File: config.mk
export PLATFORM = sky130hd
export DESIGN_NAME = epp_cycle_gate
export DESIGN_NICKNAME = d
export VERILOG_FILES = /design/src/rtl/epp_gate_pkg.sv /design/src/rtl/epp_ctrl_reg.sv /design/src/rtl/epp_wait_timer.sv /design/src/rtl/epp_lane_buf.sv /design/src/rtl/epp_cycle_gate.sv
export SDC_FILE = /design/constraint.sdc
export NUM_CORES = 1
export LEC_CHECK = 0
export BUFFER_PORTS_ARGS = -buffer_cell sky130_fd_sc_hd__buf_2
export CAP_MARGIN = 20
export CORE_MARGIN = 1.5
export CORE_UTILIZATION = 59
export DETAILED_ROUTE_END_ITERATION = 7
export GPL_TIMING_DRIVEN = 0
export PLACE_DENSITY = 0.86
export SLEW_MARGIN = 20
export SYNTH_ARGS = -nofsm -noshare
export SYNTH_HDL_FRONTEND = slang
export SYNTH_HIERARCHICAL = 1
export SYNTH_SLANG_ARGS = --single-unit
File: constraint.sdc
create_clock -name clk -period 7.1 [get_ports clk]
set_input_delay 1.42 -clock clk [delete_from_list [all_inputs] [get_ports clk]]
set_output_delay 1.42 -clock clk [all_outputs]
set_load 0.05 [all_outputs]
File: src/rtl/epp_gate_pkg.sv
package epp_gate_pkg;

    typedef enum logic [2:0] {
        ST_IDLE,
        ST_CTL_DIR,
        ST_CTL_SIG,
        ST_STROBE,
        ST_GAP,
        ST_DONE
    } gate_state_t;

    localparam logic [2:0] OFS_STATUS   = 3'd1;
    localparam logic [2:0] OFS_CONTROL  = 3'd2;
    localparam logic [2:0] OFS_ADDR_CYC = 3'd3;
    localparam logic [2:0] OFS_DATA_CYC = 3'd4;

    localparam int          CTRL_W          = 8;
    localparam int          CTRL_DIR_BIT    = 5;
    localparam logic [7:0]  CTRL_GATE_MASK  = 8'h2F;
    localparam logic [7:0]  CTRL_WR_PATTERN = 8'h04;
    localparam logic [7:0]  CTRL_RD_PATTERN = 8'h24;
    localparam logic [7:0]  CTRL_FORCED     = 8'hC0;
    localparam logic [7:0]  CTRL_RESET      = 8'hCC;

    // Number of byte lanes requested by a data-offset access.
    function automatic int lanes_for_size(input logic [1:0] sz);
        int n;
        unique case (sz)
            2'd0:    n = 1;
            2'd1:    n = 2;
            default: n = 4;
        endcase
        return n;
    endfunction

endpackage

File: src/rtl/epp_ctrl_reg.sv
module epp_ctrl_reg #(
    parameter int                CTRL_W    = 8,
    parameter int                DIR_BIT   = 5,
    parameter logic [CTRL_W-1:0] RESET_VAL = 8'hCC
) (
    input  logic              clk,
    input  logic              rst_n,
    input  logic              load_dir,
    input  logic              load_rest,
    input  logic [CTRL_W-1:0] new_val,
    output logic [CTRL_W-1:0] ctrl_q
);

    // The direction bit has its own load strobe so it can be
    // committed ahead of the remaining control lines.
    for (genvar b = 0; b < CTRL_W; b++) begin : g_bit
        if (b == DIR_BIT) begin : g_dir
            always_ff @(posedge clk or negedge rst_n) begin
                if (!rst_n)
                    ctrl_q[b] <= RESET_VAL[b];
                else if (load_dir)
                    ctrl_q[b] <= new_val[b];
            end
        end else begin : g_rest
            always_ff @(posedge clk or negedge rst_n) begin
                if (!rst_n)
                    ctrl_q[b] <= RESET_VAL[b];
                else if (load_rest)
                    ctrl_q[b] <= new_val[b];
            end
        end
    end

endmodule

File: src/rtl/epp_wait_timer.sv
module epp_wait_timer #(
    parameter int LIMIT = 64
) (
    input  logic clk,
    input  logic rst_n,
    input  logic run,
    output logic expire
);

    localparam int CW = $clog2(LIMIT + 1);
    localparam logic [CW-1:0] LAST = CW'(LIMIT - 1);

    logic [CW-1:0] cnt_q;

    always_ff @(posedge clk or negedge rst_n) begin
        if (!rst_n)
            cnt_q <= '0;
        else if (!run)
            cnt_q <= '0;
        else if (cnt_q != LAST)
            cnt_q <= cnt_q + 1'b1;
    end

    // High in the last clock of the allowed strobe window.
    assign expire = run && (cnt_q == LAST);

endmodule

File: src/rtl/epp_lane_buf.sv
module epp_lane_buf #(
    parameter int LANES = 4,
    parameter int IW    = 2
) (
    input  logic                 clk,
    input  logic                 rst_n,
    input  logic                 preset_en,
    input  logic [LANES*8-1:0]   preset_val,
    input  logic                 cap_en,
    input  logic [IW-1:0]        cap_idx,
    input  logic [7:0]           cap_byte,
    output logic [LANES*8-1:0]   word_q
);

    for (genvar l = 0; l < LANES; l++) begin : g_lane
        always_ff @(posedge clk or negedge rst_n) begin
            if (!rst_n)
                word_q[l*8 +: 8] <= 8'hFF;
            else if (preset_en)
                word_q[l*8 +: 8] <= preset_val[l*8 +: 8];
            else if (cap_en && (cap_idx == IW'(l)))
                word_q[l*8 +: 8] <= cap_byte;
        end
    end

endmodule

File: src/rtl/epp_cycle_gate.sv
module epp_cycle_gate
    import epp_gate_pkg::*;
#(
    parameter int DATA_BYTES  = 4,
    parameter int TIMEOUT_CYC = 64
) (
    input  logic        clk,
    input  logic        rst_n,
    input  logic        hs_req,
    input  logic        hs_we,
    input  logic [2:0]  hs_ofs,
    input  logic [1:0]  hs_size,
    input  logic [31:0] hs_wdata,
    output logic        hs_ready,
    output logic [31:0] hs_rdata,
    output logic [7:0]  pp_ctrl,
    output logic        pp_addr_stb,
    output logic        pp_data_stb,
    output logic        pp_write,
    output logic [7:0]  pp_dout,
    input  logic [7:0]  pp_din,
    input  logic        pp_ack,
    input  logic [7:0]  ext_status
);

    localparam int HOST_W = DATA_BYTES * 8;
    localparam int IW     = (DATA_BYTES > 1) ? $clog2(DATA_BYTES) : 1;
    localparam int NW     = IW + 1;

    gate_state_t state_q, state_d;

    logic              is_rd_q;
    logic              is_addr_q;
    logic [IW-1:0]     idx_q;
    logic [IW-1:0]     last_idx_q;
    logic [NW-1:0]     acc_lanes_q;
    logic [HOST_W-1:0] wdata_q;
    logic [7:0]        ctrl_new_q;
    logic              flag_q;

    logic [7:0]        ctrl_q;
    logic              tmr_expire;
    logic [HOST_W-1:0] buf_word;

    // Decode of the request presented in ST_IDLE
    logic              accept;
    logic              wr_gate_open;
    logic              rd_gate_open;
    logic              cyc_ofs;
    logic              go_cycle;
    logic              ctl_write;
    logic [7:0]        ctl_val;
    logic              ctl_same;
    logic              ctl_dirchg;
    logic [NW-1:0]     acc_lanes;
    logic [7:0]        status_val;
    logic [HOST_W-1:0] preset_val;
    logic              cap_en;

    assign accept = (state_q == ST_IDLE) && hs_req;

    always_comb begin
        int n;
        wr_gate_open = (ctrl_q & CTRL_GATE_MASK) == CTRL_WR_PATTERN;
        rd_gate_open = (ctrl_q & CTRL_GATE_MASK) == CTRL_RD_PATTERN;
        cyc_ofs      = (hs_ofs == OFS_ADDR_CYC) || (hs_ofs == OFS_DATA_CYC);
        go_cycle     = cyc_ofs && (hs_we ? wr_gate_open : rd_gate_open);
        ctl_write    = hs_we && (hs_ofs == OFS_CONTROL);
        ctl_val      = hs_wdata[7:0] | CTRL_FORCED;
        ctl_same     = ctl_val == ctrl_q;
        ctl_dirchg   = ctl_val[CTRL_DIR_BIT] != ctrl_q[CTRL_DIR_BIT];

        n = (hs_ofs == OFS_DATA_CYC) ? lanes_for_size(hs_size) : 1;
        if (n > DATA_BYTES)
            n = DATA_BYTES;
        acc_lanes = NW'(n);

        status_val    = ext_status;
        status_val[0] = flag_q;

        preset_val = '1;
        if (hs_ofs == OFS_STATUS)
            preset_val[7:0] = status_val;
        else if (hs_ofs == OFS_CONTROL)
            preset_val[7:0] = ctrl_q;
    end

    // Next-state logic
    always_comb begin
        state_d = state_q;
        unique case (state_q)
            ST_IDLE: begin
                if (hs_req) begin
                    if (go_cycle)
                        state_d = ST_STROBE;
                    else if (ctl_write && !ctl_same)
                        state_d = ctl_dirchg ? ST_CTL_DIR : ST_CTL_SIG;
                    else
                        state_d = ST_DONE;
                end
            end
            ST_CTL_DIR: state_d = ST_CTL_SIG;
            ST_CTL_SIG: state_d = ST_DONE;
            ST_STROBE: begin
                if (pp_ack)
                    state_d = ST_GAP;
                else if (tmr_expire)
                    state_d = ST_DONE;
            end
            ST_GAP:  state_d = (idx_q == last_idx_q) ? ST_DONE : ST_STROBE;
            ST_DONE: state_d = ST_IDLE;
            default: state_d = ST_IDLE;
        endcase
    end

    // State register
    always_ff @(posedge clk or negedge rst_n) begin
        if (!rst_n)
            state_q <= ST_IDLE;
        else
            state_q <= state_d;
    end

    // Access context captured on acceptance
    always_ff @(posedge clk or negedge rst_n) begin
        if (!rst_n) begin
            is_rd_q     <= 1'b0;
            is_addr_q   <= 1'b0;
            idx_q       <= '0;
            last_idx_q  <= '0;
            acc_lanes_q <= NW'(1);
            wdata_q     <= '0;
            ctrl_new_q  <= CTRL_RESET;
        end else if (accept) begin
            is_rd_q     <= !hs_we;
            is_addr_q   <= hs_ofs == OFS_ADDR_CYC;
            idx_q       <= '0;
            last_idx_q  <= IW'(acc_lanes - NW'(1));
            acc_lanes_q <= acc_lanes;
            wdata_q     <= hs_wdata[HOST_W-1:0];
            ctrl_new_q  <= ctl_val;
        end else if ((state_q == ST_GAP) && (idx_q != last_idx_q)) begin
            idx_q <= idx_q + 1'b1;
        end
    end

    // Sticky timeout flag
    always_ff @(posedge clk or negedge rst_n) begin
        if (!rst_n)
            flag_q <= 1'b0;
        else if (accept && hs_we && (hs_ofs == OFS_STATUS) && hs_wdata[0])
            flag_q <= 1'b0;
        else if ((state_q == ST_STROBE) && !pp_ack && tmr_expire)
            flag_q <= 1'b1;
    end

    assign cap_en = (state_q == ST_STROBE) && pp_ack && is_rd_q;

    epp_ctrl_reg #(
        .CTRL_W    (CTRL_W),
        .DIR_BIT   (CTRL_DIR_BIT),
        .RESET_VAL (CTRL_RESET)
    ) u_ctrl_reg (
        .clk       (clk),
        .rst_n     (rst_n),
        .load_dir  (state_q == ST_CTL_DIR),
        .load_rest (state_q == ST_CTL_SIG),
        .new_val   (ctrl_new_q),
        .ctrl_q    (ctrl_q)
    );

    epp_wait_timer #(
        .LIMIT  (TIMEOUT_CYC)
    ) u_wait_timer (
        .clk    (clk),
        .rst_n  (rst_n),
        .run    (state_q == ST_STROBE),
        .expire (tmr_expire)
    );

    epp_lane_buf #(
        .LANES      (DATA_BYTES),
        .IW         (IW)
    ) u_lane_buf (
        .clk        (clk),
        .rst_n      (rst_n),
        .preset_en  (accept),
        .preset_val (preset_val),
        .cap_en     (cap_en),
        .cap_idx    (idx_q),
        .cap_byte   (pp_din),
        .word_q     (buf_word)
    );

    // Output logic
    always_comb begin
        hs_ready    = state_q == ST_DONE;
        pp_ctrl     = ctrl_q;
        pp_addr_stb = (state_q == ST_STROBE) && is_addr_q;
        pp_data_stb = (state_q == ST_STROBE) && !is_addr_q;
        pp_write    = (state_q == ST_STROBE) && !is_rd_q;
        pp_dout     = '0;
        if ((state_q == ST_STROBE) && !is_rd_q)
            pp_dout = wdata_q[{idx_q, 3'b000} +: 8];
        hs_rdata = '0;
        for (int l = 0; l < DATA_BYTES; l++) begin
            if (NW'(l) < acc_lanes_q)
                hs_rdata[l*8 +: 8] = buf_word[l*8 +: 8];
        end
    end

endmodule

==> results.cfg <==
[route]
drtPass1Iterations = 4
drc = 0
viasPerCell = 5.445
initialDrtViolationCount = 194
routed_len_inst_um = 15.68
final_antenna_net_count = 0
routed_wirelength_mm = 12.06
detailroute.via_count = 4187

[synth]
synth_warnings = 6
post_synth_num_cell_types = 53
average_cell_area_after_synthesis_um2 = 9.805
ys_top_cells_by_area = sky130_fd_sc_hd__dfrtp_1 27%, sky130_fd_sc_hd__dfstp_2 20%, sky130_fd_sc_hd__nand2_1 13%, sky130_fd_sc_hd__mux2_2 6.0%, sky130_fd_sc_hd__nor2b_1 4.1%
asyncSetResetFlopFracSynth_pct = 100.0
synthCells = 514
synth_commonest_cells = 168 x sky130_fd_sc_hd__nand2_1, 55 x sky130_fd_sc_hd__dfrtp_1, 39 x sky130_fd_sc_hd__dfstp_2
synth_area_um2 = 5040
dominantRegCellSynth = sky130_fd_sc_hd__dfrtp_1
yosys.area.top_type_share_pct = 27.31
ys_seq_area_share_pct = 47.64
number_of_flops_mapped_to_enable_cells_by_yosys = 0
synth.ff_latch_count = 94
synthDominantAreaCellType = sky130_fd_sc_hd__dfrtp_1
yosysMostFrequentCell = sky130_fd_sc_hd__nand2_1

[place]
place_congestion = 0.9190
portBuffers = 108
postPlaceCellArea_um2 = 5839
dp_slack_ps = 3449
dp.final_hpwl_mm = 8.964

[floorplanning]
design.portCount = 110
floorplan.die_area_um2 = 9106
dieWidth_um = 95.43
fp.coreArea_um2 = 8258
dieHeight_um = 95.43
initial_utilization_pct = 61.03
num_rows = 33

[sta]
slew_headroom_pct = 43.55
maxClockFrequency_ghz = 0.2651
tightestPinTransition_ps = 840.2
fin_crit_ps = 3772
slew_viol_final = 0
final_min_period_over_clock_period_pct = 53.12
timing_hold_violations_final = 0
number_of_setup_violations_in_the_final_report = 0
setup_repair_after_global_routing_missed_its_margin = no
worst_slack_ps = 3328
timing.setup.tns_ps = 0
skew_ps = 9.856

[global_routing]
maximum_number_of_pins_on_one_net_before_global_route_repair = 53
grt_antenna_before_repair = 0
first_pass_grt_wire_length_mm = 19.30
globalRouteOverflowTotal = 0
first_global_vias = 4100
groute.usage.overall_pct = 28.07

[clocking]
h-tree-depth = 3
clock_sinks = 94
cts-buffers-inserted = 9
tritoncts = built
post-cts-setup-buffer-count = 0
post_cts.resized_instances = 0
clock_latency_ps = 360
clkTransAtPathRegs_ps = 90
cts_hold_repair.buffers = 0
cell_chosen_for_the_clock_root = sky130_fd_sc_hd__clkbuf_8
clock_tree.buffer_depth = 2

[power]
irDropWorstVdd_mv = 0.2544
cellPowerDensity_nw_per_um2 = 438.1
pleak_nw = 3.006
design_power_total_mw = 2.644

[critical_path]
timing.critical_path.arrival_ps = 2350
worst-path-max-fanout = 10
worst-endpoint-required_ps = 5680
path_type_of_the_worst_setup_path = flip-flop to output pin
worst_setup_path_start_kind = flip-flop
setup.reg_to_reg.worst_slack_ps = 4410
cp-end-kind = output pin

[worst_hold_path]
min-delay-path-class = flip-flop to flip-flop

[run_status]
status = completed

[finish]
area.growth.synth_to_final_pct = 19.76
n_antenna_cell = 0
design_area_um2 = 6036
drive_gt1_share_pct = 35.09
nNetsFinal = 718
final.fill_count = 618
final_core_utilization_pct = 73.09

[job]
drv.max_cap_violation_count = 0
==> power by group <==
part           switching (mW)  internal [mW]  total (mW)  leakage [nW]
combinational           0.774          0.496        1.27          1.80
sequential              0.171          0.847        1.02          1.11
clock                   0.193          0.163       0.356        0.0972
==> metal layers <==
metal / wire [um] / vias up / global-route usage (%)
met1: 4950 / 2028 / 34.96
li1: - / 1991 / -
met4: 195 / 0 / 10.78
met3: 746 / 21 / 4.785
met2: 6162 / 147 / 48.70
met5: 0 / - / 0
==> worst max-delay path, stage by stage, from the launching register on <==
cell and delay [ps]:
sky130_fd_sc_hd__dfrtp_1 640, sky130_fd_sc_hd__buf_2 390, sky130_fd_sc_hd__mux4_2 550, sky130_fd_sc_hd__nor2b_1 170, sky130_fd_sc_hd__buf_2 240
==> final timing paths <==
path | start | endpoint | cells after the start
min reg2reg | ctrl_new_q[2] | ctrl_new_q[2] | 2
max | idx_q[0] | pp_dout[0] | 4
min | ctrl_new_q[2] | ctrl_new_q[2] | 2
max reg2reg | state_q[0] | u_lane_buf/word_q[0] | 10
min in group asynchronous | rst_n | u_wait_timer/cnt_q[4] | 1
max in group asynchronous | rst_n | ctrl_new_q[3] | 2
==> state kept, by name, summed over array words and instances (netlist names) <==
signal              count
u_lane_buf/word_q      32
wdata_q                32
u_ctrl_reg/ctrl_q       8
u_wait_timer/cnt_q      7
acc_lanes_q             3
state_q                 3
ctrl_new_q              2
idx_q                   2
last_idx_q              2
flag_q                  1
is_addr_q               1
is_rd_q                 1
==> area by class of cell <==
class,count,area [um2],share of cell area (%)
inverters,8,30.03,0.4975
repair buffers,109,574.3,9.515
plain buffers,25,143.9,2.384
clock buffers,9,123.9,2.052
multi-input cells,412,2559,42.39
well taps,105,131.4,2.177
flip-flops and latches,94,2401,39.78
clock inverters,7,72.57,1.202
==> per-stage QoR <==
stage / hold WS (ps) / cells
floorplan: 438.9 / 539
global placement: 447.9 / 752
detailed placement: 452.2 / 753
CTS: 466.3 / 769
global route: 497.8 / 769
finish: 462.9 / 769
==> cell usage in the layout (no fill, tap or decap), types with 5 or more instances in the layout <==
master | synthesis | final
sky130_fd_sc_hd__and3_1 | 6 | 6
sky130_fd_sc_hd__dfstp_2 | 39 | 39
sky130_fd_sc_hd__buf_6 | 5 | 6
sky130_fd_sc_hd__and2_1 | 11 | 11
sky130_fd_sc_hd__nand2b_1 | 22 | 22
sky130_fd_sc_hd__o22ai_1 | 8 | 8
sky130_fd_sc_hd__dfrtp_1 | 55 | 55
sky130_fd_sc_hd__nor2b_1 | 33 | 33
sky130_fd_sc_hd__buf_2 | 7 | 114
sky130_fd_sc_hd__conb_1 | 1 | 26
sky130_fd_sc_hd__nand2_1 | 168 | 168
sky130_fd_sc_hd__xnor2_1 | 9 | 9
sky130_fd_sc_hd__mux4_2 | 8 | 8
sky130_fd_sc_hd__a21o_1 | 10 | 10
sky130_fd_sc_hd__mux2_2 | 27 | 27
sky130_fd_sc_hd__inv_1 | 5 | 5
sky130_fd_sc_hd__o21ai_0 | 7 | 7
sky130_fd_sc_hd__mux2_4 | 7 | 7
sky130_fd_sc_hd__a21oi_1 | 13 | 13
sky130_fd_sc_hd__nor2_1 | 9 | 9
sky130_fd_sc_hd__clkbuf_1 | 12 | 12
sky130_fd_sc_hd__clkbuf_8 | 0 | 9
==> logic make-up after synthesis <==
logic type                 Yosys count  synth area share [%]
DFF                                 94                 47.64
muxes                               44                 12.09
AOI/OAI and AO/OA                   61                 9.359
and+or+nand+nor                    271                 25.57
buffers and inverters               33                 3.451
xor gates and xnor gates             9                 1.564
adders and majority gates            1                0.2482
other                                1               0.07441
Power figures use the tool's default switching activity.
